===== src/rtl/freq_ctrl_port.sv =====
module freq_ctrl_port #(
  parameter int DATA_W = 8,
  parameter int ADDR_W = 4,
  parameter int WORD_W = 48
) (
  input  logic              clk,
  input  logic              rst_n,
  input  logic [DATA_W-1:0] wdata,
  input  logic [ADDR_W-1:0] waddr,
  input  logic              wr_strobe,
  input  logic              wr_en,
  input  logic              commit,
  output logic [WORD_W-1:0] center_word,
  output logic [WORD_W-1:0] offset_word
);
  localparam int NBYTES = WORD_W / DATA_W;
  localparam int NADDR  = 2 * NBYTES;

  logic [2:0]        stb_sh, cmt_sh;
  logic [DATA_W-1:0] d_p1, d_p2;
  logic [ADDR_W-1:0] a_p1, a_p2;
  logic              en_p1, en_p2;
  logic [WORD_W-1:0] cen_m, ofs_m, cen_m_nxt, ofs_m_nxt;
  logic              wr_pulse, cmt_pulse;

  always_ff @(posedge clk or negedge rst_n) begin
    if (!rst_n) begin
      stb_sh <= '0;
      cmt_sh <= '0;
      d_p1   <= '0;
      d_p2   <= '0;
      a_p1   <= '0;
      a_p2   <= '0;
      en_p1  <= 1'b0;
      en_p2  <= 1'b0;
    end else begin
      stb_sh <= {stb_sh[1:0], wr_strobe};
      cmt_sh <= {cmt_sh[1:0], commit};
      d_p1   <= wdata;
      d_p2   <= d_p1;
      a_p1   <= waddr;
      a_p2   <= a_p1;
      en_p1  <= wr_en;
      en_p2  <= en_p1;
    end
  end

  assign wr_pulse  = stb_sh[1] & ~stb_sh[2] & en_p2;
  assign cmt_pulse = cmt_sh[1] & ~cmt_sh[2];

  always_comb begin
    cen_m_nxt = cen_m;
    ofs_m_nxt = ofs_m;
    if (wr_pulse) begin
      for (int i = 0; i < NBYTES; i++) begin
        if (a_p2 == ADDR_W'(i))          cen_m_nxt[i*DATA_W +: DATA_W] = d_p2;
        if (a_p2 == ADDR_W'(NBYTES + i)) ofs_m_nxt[i*DATA_W +: DATA_W] = d_p2;
      end
    end
  end

  always_ff @(posedge clk or negedge rst_n) begin
    if (!rst_n) begin
      cen_m       <= '0;
      ofs_m       <= '0;
      center_word <= '0;
      offset_word <= '0;
    end else begin
      cen_m <= cen_m_nxt;
      ofs_m <= ofs_m_nxt;
      if (cmt_pulse) begin
        center_word <= cen_m_nxt;
        offset_word <= ofs_m_nxt;
      end
    end
  end

  p_reset_zero_r1: assert property (@(posedge clk)
    !rst_n |=> (center_word == '0 && offset_word == '0 && cen_m == '0 && ofs_m == '0));

  p_idle_shadow_r2: assert property (@(posedge clk) disable iff (!rst_n)
    !wr_pulse |=> ($stable(cen_m) && $stable(ofs_m)));

  p_high_addr_ignored_r4: assert property (@(posedge clk) disable iff (!rst_n)
    (wr_pulse && a_p2 >= ADDR_W'(NADDR)) |=> ($stable(cen_m) && $stable(ofs_m)));

  p_live_hold_r5: assert property (@(posedge clk) disable iff (!rst_n)
    !cmt_pulse |=> ($stable(center_word) && $stable(offset_word)));

  p_commit_all_r6: assert property (@(posedge clk) disable iff (!rst_n)
    (cmt_pulse && !wr_pulse) |=> (center_word == cen_m && offset_word == ofs_m));

  p_same_cycle_r7: assert property (@(posedge clk) disable iff (!rst_n)
    (cmt_pulse && wr_pulse && a_p2 == '0) |=> (center_word[DATA_W-1:0] == $past(d_p2)));

  p_single_write_r8: assert property (@(posedge clk) disable iff (!rst_n)
    wr_pulse |=> !wr_pulse);

  p_single_commit_r8: assert property (@(posedge clk) disable iff (!rst_n)
    cmt_pulse |=> !cmt_pulse);
endmodule


===== config.mk =====
export PLATFORM = sky130hd
export DESIGN_NAME = freq_ctrl_port
export DESIGN_NICKNAME = d
export VERILOG_FILES = /design/src/rtl/freq_ctrl_port.sv
export SDC_FILE = /design/constraint.sdc
export NUM_CORES = 1
export LEC_CHECK = 0
export CAP_MARGIN = 0
export CORE_ASPECT_RATIO = 1.25
export CORE_MARGIN = 2
export CORE_UTILIZATION = 51
export DETAILED_ROUTE_END_ITERATION = 12
export DONT_BUFFER_PORTS = 1
export GPL_ROUTABILITY_DRIVEN = 0
export GPL_TIMING_DRIVEN = 0
export PLACE_DENSITY = 0.69
export RECOVER_POWER = 25
export SYNTH_ARGS = -nofsm -noshare
export SYNTH_HDL_FRONTEND = slang
export SYNTH_SLANG_ARGS = --single-unit

===== constraint.sdc =====
create_clock -name clk -period 1.5 [get_ports clk]
set_input_delay 0.375 -clock clk [delete_from_list [all_inputs] [get_ports clk]]
set_output_delay 0.375 -clock clk [all_outputs]
set_load 0.01 [all_outputs]

Yosys cells after proc, flatten, opt, wreduce, memory -nomap -nowiden
Cells that the tools add are included.

operators by class
  reduce and logical (&&, ||, !) cells = 1
  multiplexer cells = 14
  eq/ne operators = 11
  bitwise gates (word level) = 5

operator list
  kind                  count
  $mux W48              2
  $mux W8               12
  $eq A4 B3 Y1 const B  4
  $eq A4 B4 Y1 const B  4
  $eq A4 B2 Y1 const B  2
  $eq A4 B1 Y1 const B  1
  $logic_not A4 Y1      1
  $and A1 B1 Y1         3
  $not A1 Y1            2

storage, ports and cells
  output and inout bits = 96
  input bits = 17
  bits in registers = 224
  word-level logic and storage cells = 43

Logic depth before layout (Yosys ltp)
  depth after elaboration = 4
  gate-level depth with buffers = 6
  gate-level depth less buffers = 3

Worst setup path after synthesis
Ideal clock, no wire load.

  path kind = register to register
  start = reg a_p2[0]
  end = reg center_word[16]
  buffers on the path = 2
  required time = 1,365 ps
  arrival = 1,321 ps
  library setup time = 135 ps
  slack = 44 ps
  clock period less this slack = 1,456 ps
  stages on the path, launching flop included = 6
  cell sequence = dfrtp_1 -> buf_4 -> or3b_1 -> buf_2 -> o21ai_0 -> a31oi_1

on the way
  cells in the longest elaborated chain, start to end = 3

RTL lines
  what                    RTL line  text
  from (decl)             21        logic [ADDR_W-1:0] a_p1, a_p2;
  from (signal assigned)  42        a_p2 <= a_p1;
  $eq A4 B2 Y1            56        if (a_p2 == ADDR_W'(i)) cen_m_nxt[i*DATA_W +: DATA_W] = d_p2;
  $mux W8                 56
  $mux W48                54        if (wr_pulse) begin
  to (signal assigned)    72        center_word <= cen_m_nxt;
  to (decl)               13        output logic [WORD_W-1:0] center_word,

Every way passes these cells.
A chain may end at the register's enable or synchronous reset.

Final worst setup path
  start = reg a_p2[0]
  end = reg center_word[34]

on the way
  cells in the longest elaborated chain, start to end = 3

RTL lines
  what          RTL line
  $eq A4 B3 Y1  56
  $mux W8       56
  $mux W48      54

Every way passes these cells.

==> flow_summary.html <==
<table>
<tr><th>Metric</th><th>Value</th></tr>
<tr><th colspan="2">Routing</th></tr>
<tr><td>DRT Wirelength</td><td>26370 um</td></tr>
<tr><td>Vias after detailed routing</td><td>between 7000 and 8000</td></tr>
<tr><td>Initial drt markers</td><td>639</td></tr>
<tr><td>Detailed Routing Iterations Pass 1</td><td>5</td></tr>
<tr><td>Avg WL per Cell</td><td>between 20 and 25 um</td></tr>
<tr><td>Remaining number of nets flagged by the antenna check after routing</td><td>0</td></tr>
<tr><td># DRC</td><td>0</td></tr>
<tr><td>Via density per instance</td><td>between 6 and 7</td></tr>
<tr><th colspan="2">Floorplan</th></tr>
<tr><td>Total number of placement rows</td><td>between 50 and 60</td></tr>
<tr><td>Number of ports placed on the die boundary</td><td>between 100 and 150</td></tr>
<tr><td>Vertical die dimension</td><td>151.6 um</td></tr>
<tr><td>Die width</td><td>around 120 um</td></tr>
<tr><td>Total Die Area</td><td>around 19000 sq um</td></tr>
<tr><td>Core Footprint</td><td>16980 sq um</td></tr>
<tr><td>Initial core utilization</td><td>0.5235</td></tr>
<tr><th colspan="2">Synthesis</th></tr>
<tr><td>Library cells used by synthesis</td><td>28</td></tr>
<tr><td>Mean Syn Cell Area</td><td>10.43 sq um</td></tr>
<tr><td>Number of flops mapped to enable cells by yosys</td><td>0</td></tr>
<tr><td>Synthesized net count</td><td>between 800 and 900</td></tr>
<tr><td>Syn Std Cell Area</td><td>slightly below 9000 sq um</td></tr>
<tr><td>Proportion of netlist area held by the largest area contributor</td><td>0.6307</td></tr>
<tr><td>Cell count after synthesis</td><td>852</td></tr>
<tr><td>Cell taking the most area after synthesis</td><td>sky130_fd_sc_hd__dfrtp_1</td></tr>
<tr><td>Dominant cell by count in the synthesized netlist</td><td>sky130_fd_sc_hd__dfrtp_1</td></tr>
<tr><td>Portion of the post-synthesis area used by sequential elements</td><td>0.6307</td></tr>
<tr><td>Dominant cells by area after synthesis</td><td>sky130_fd_sc_hd__dfrtp_1 63%, sky130_fd_sc_hd__o21ai_0 5.7%, sky130_fd_sc_hd__a31oi_1 5.3%, sky130_fd_sc_hd__nor2_1 4.2%, sky130_fd_sc_hd__nand2_1 3.2%</td></tr>
<tr><td>Most used standard cells in the synthesized netlist</td><td>224 x sky130_fd_sc_hd__dfrtp_1, 102 x sky130_fd_sc_hd__o21ai_0, 99 x sky130_fd_sc_hd__nor2_1, 76 x sky130_fd_sc_hd__a31oi_1, 76 x sky130_fd_sc_hd__nand2_1</td></tr>
<tr><td>Share of synthesized registers carrying an async set or reset</td><td>1.000</td></tr>
<tr><td>Count of yosys warnings during synthesis</td><td>0</td></tr>
<tr><td>Synth Register Bits</td><td>roughly 220</td></tr>
<tr><td>Prevailing post-synth register cell</td><td>sky130_fd_sc_hd__dfrtp_1</td></tr>
<tr><th colspan="2">Final layout</th></tr>
<tr><td>Final standard cell utilization of the core</td><td>0.6694</td></tr>
<tr><td>Antenna diode count</td><td>0</td></tr>
<tr><td>Flip-flop and latch area</td><td>5610 sq um</td></tr>
<tr><td>Multi-input combinational cell area</td><td>~3600 sq um</td></tr>
<tr><td>Number of fill cells</td><td>1266</td></tr>
<tr><td>Final non-filler cell total</td><td>around 1100</td></tr>
<tr><td>Growth of design area from synthesis to finish</td><td>27.87%</td></tr>
<tr><td>Ratio of cells with drive above 1 in the final layout</td><td>0.3045</td></tr>
<tr><td>Layout Nets</td><td>929</td></tr>
<tr><th colspan="2">Global routing</th></tr>
<tr><td>Largest net degree at the start of global routing</td><td>about 230</td></tr>
<tr><td>Via count of the first global-routing pass</td><td>~7400</td></tr>
<tr><td>Number of antenna violations at the first check in global routing</td><td>0</td></tr>
<tr><td>Global-route wire length before repair</td><td>39360 um</td></tr>
<tr><td>Tot GR Track Use</td><td>0.2780</td></tr>
<tr><td>GRT Residual Overflow</td><td>0</td></tr>
<tr><th colspan="2">Critical path</th></tr>
<tr><td>Family of cells with the greatest summed delay on the critical path</td><td>flip-flops</td></tr>
<tr><td>Top fanout value on the critical path</td><td>8</td></tr>
<tr><td>Required arrival time at the worst endpoint</td><td>between 1500 and 2000 ps</td></tr>
<tr><td>Startpoint Class</td><td>flip-flop</td></tr>
<tr><td>Slowest cell delay on critical path</td><td>roughly 470 ps</td></tr>
<tr><td>Library cell appearing most often on the critical path</td><td>sky130_fd_sc_hd__buf_6</td></tr>
<tr><td>Depth of the most critical reg-to-reg path</td><td>5</td></tr>
<tr><td>Type of element capturing the critical path</td><td>flip-flop</td></tr>
<tr><td>Classification of the worst setup path</td><td>reg2reg</td></tr>
<tr><td>Worst R2R Start</td><td>a_p2[0]</td></tr>
<tr><td>Worst r2r dst</td><td>center_word[34]</td></tr>
<tr><td>Critical path cell sequence</td><td>buf_6 &gt; or3b_1 &gt; buf_6 &gt; o21ai_4 &gt; a31oi_1</td></tr>
<tr><td>Arrival @ worst endpoint</td><td>about 2000 ps</td></tr>
<tr><td>Worst path buffer plus inverter count</td><td>2</td></tr>
<tr><td>R2R Setup Slk</td><td>-60 ps</td></tr>
<tr><td>Slowest stage cell, crit path</td><td>sky130_fd_sc_hd__dfrtp_2</td></tr>
<tr><th colspan="2">Clock network</th></tr>
<tr><td>Clock transition at the register clock pins on the worst setup and hold paths after CTS</td><td>~60 ps</td></tr>
<tr><td>Insertion delay of the later-clocked pin in the worst-skew pair</td><td>~510 ps</td></tr>
<tr><td>Clock H-tree levels</td><td>1</td></tr>
<tr><td>Deepest clock path buffer count</td><td>3</td></tr>
<tr><td>Num CTS Buffers</td><td>22</td></tr>
<tr><td>Clock root cell</td><td>sky130_fd_sc_hd__clkbuf_16</td></tr>
<tr><td>CTS Hold Bufs</td><td>15</td></tr>
<tr><td>TritonCTS clock tree</td><td>built</td></tr>
<tr><td>Sinks on the clock net</td><td>~220</td></tr>
<tr><th colspan="2">Placement</th></tr>
<tr><td>Count of buffers inserted at the top-level ports</td><td>0</td></tr>
<tr><td>Placed wire-length estimate after detailed placement</td><td>about 16000 um</td></tr>
<tr><td>Total placed cells including tap cells</td><td>1072</td></tr>
<tr><th colspan="2">Timing</th></tr>
<tr><td>Min setup slack post-route</td><td>-60.73 ps</td></tr>
<tr><td>Worst rel slew slack</td><td>0.4857</td></tr>
<tr><td>Number of max-slew violations in the final report</td><td>0</td></tr>
<tr><td>Max Freq</td><td>roughly 640 MHz</td></tr>
<tr><td>Setup clock skew after layout</td><td>between 9 and 10 ps</td></tr>
<tr><td>Count of endpoints failing setup in the final report</td><td>57</td></tr>
<tr><td>Worst Tran Pin Value</td><td>approximately 770 ps</td></tr>
<tr><td>Fin. Hold Viols</td><td>224</td></tr>
<tr><td>Min Tclk post-route</td><td>around 1600 ps</td></tr>
<tr><td>Post-route clock period utilization</td><td>1.040</td></tr>
<tr><td>Setup repair after global routing missed its margin</td><td>yes</td></tr>
<tr><td>Accumulated negative setup slack</td><td>-1226 ps</td></tr>
<tr><td>Worst hold slack</td><td>-443.0 ps</td></tr>
<tr><th colspan="2">Power and ir drop</th></tr>
<tr><td>Worst-case vdd ir drop</td><td>0.0009746 V</td></tr>
<tr><td>Total power per unit cell area</td><td>~1300 nW/um^2</td></tr>
<tr><td>Static leakage</td><td>approximately 5 nW</td></tr>
<tr><th colspan="2">Run status</th></tr>
<tr><td>Result of the run</td><td>complete, but fails checks</td></tr>
<tr><td>Failing checks</td><td>hold timing, setup timing</td></tr>
<tr><th colspan="2">Hold path</th></tr>
<tr><td>Min-Delay Path Class</td><td>in2async</td></tr>
<tr><th colspan="2">Job</th></tr>
<tr><td>Number of maximum-capacitance violations</td><td>0</td></tr>
</table>
[layout make-up]
| type | count | area share |
|---|---|---|
| Multi-Input combinational cell | 539 | 0.3191 |
| Timing Repair Buffer | 41 | 0.03534 |
| Sequential cell | 224 | 0.4937 |
| Clock buffer | 28 | 0.05406 |
| Clock inverter | 10 | 0.01541 |
| Buffer | 84 | 0.05824 |
| Tap cell | 220 | 0.02422 |
[stage by stage]
stage	instance area (sq um)	hold slack [ps]	power [W]	setup slack, ps
final	11360	-443.0	0.01516	-60.73
after global routing	11360	-455.2	0.01569	-92.55
after global placement	9163	88.51	0.008592	-304.5
after CTS	10780	-454.2	0.01492	-65.76
after floorplan	8887	79.41	0.008199	44.21
after detailed placement	9163	86.50	0.008659	-331.0
[placed cells by master (no fill, tap or decap), drive strengths merged]
cell / netlist / routed
or3b: 4 / 4
buf: 43 / 74
nand3b: 5 / 5
nand3: 9 / 10
nand2b: 1 / 1
o21ai: 121 / 121
dfrtp: 224 / 224
nor2b: 10 / 10
dlygate4sd3: 0 / 15
nand2: 76 / 76
and4bb: 2 / 2
a31oi: 76 / 76
bufinv: 0 / 5
nand4: 44 / 44
a21bo: 20 / 20
clkinv: 0 / 5
and2: 1 / 1
nand4bb: 2 / 2
and2b: 1 / 1
a21oi: 45 / 45
clkbuf: 47 / 64
a41oi: 20 / 20
or3: 1 / 1
nor2: 100 / 100
[power breakdown]
| group | total (W) | internal (W) | switching (W) |
|---|---|---|---|
| Clock | 0.00607 | 0.00375 | 0.00233 |
| Combinational | 0.00173 | 0.000741 | 0.000991 |
| Sequential | 0.00736 | 0.00674 | 0.000619 |
| Total | 0.0152 | 0.0112 | 0.00394 |
[cells by family (layout without fill, tap and decap cells)]
logic type / after synthesis / in the layout / synth area share
AO/OA/AOI/OAI: 282 / 282 / 0.1892
buffers and inverters: 90 / 163 / 0.04590
flip-flops: 224 / 224 / 0.6307
AND/OR/NAND/NOR: 256 / 257 / 0.1342
[flip-flops by register name (all words and copies together), names as in the netlist]
| register | cells |
|---|---|
| cen_m | 48 |
| center_word | 48 |
| offset_word | 48 |
| ofs_m | 48 |
| d_p1 | 8 |
| d_p2 | 8 |
| a_p1 | 4 |
| a_p2 | 4 |
| cmt_sh | 3 |
| stb_sh | 3 |
| en_p1 | 1 |
| en_p2 | 1 |
[repair_timing]
action | in CTS | in global routing
setup endpoints to repair | 191 | 179
endpoints found under the hold margin | 239 | 224
pin swaps | 15 | 47
setup buffers | 15 | 5
resized for setup | 233 | 162
cloned | 4 | 3
[worst max path at each step]
stage          startpoint         endpoint  slack (ps)  cells after the start
6_report          a_p2[0]  center_word[34]         -60                      5
5_1_grt         stb_sh[2]  offset_word[17]         -90                      6
4_1_cts           a_p2[0]  offset_word[14]         -70                      5
3_5_place_dp      a_p2[3]  center_word[32]        -330                      4
3_3_place_gp      a_p2[3]        ofs_m[25]        -300                      4
2_1_floorplan     a_p2[0]  center_word[16]          40                      5
[worst reg2reg max path: stages (launching register included)]
cell                      delay [ps]
sky130_fd_sc_hd__dfrtp_2         470
sky130_fd_sc_hd__buf_6           160
sky130_fd_sc_hd__or3b_1          390
sky130_fd_sc_hd__buf_6           170
sky130_fd_sc_hd__o21ai_4         150
sky130_fd_sc_hd__a31oi_1         100
[routing by layer]
layer / track usage / vias to the layer above / part of all wire
met5: 0 / - / 0
met4: 0.1259 / 0 / 0.042
met3: 0.06362 / 79 / 0.085
met2: 0.4654 / 330 / 0.50
met1: 0.3447 / 3604 / 0.38
li1: - / 3173 / -
No activity file was read; power rests on OpenSTA's default activity.
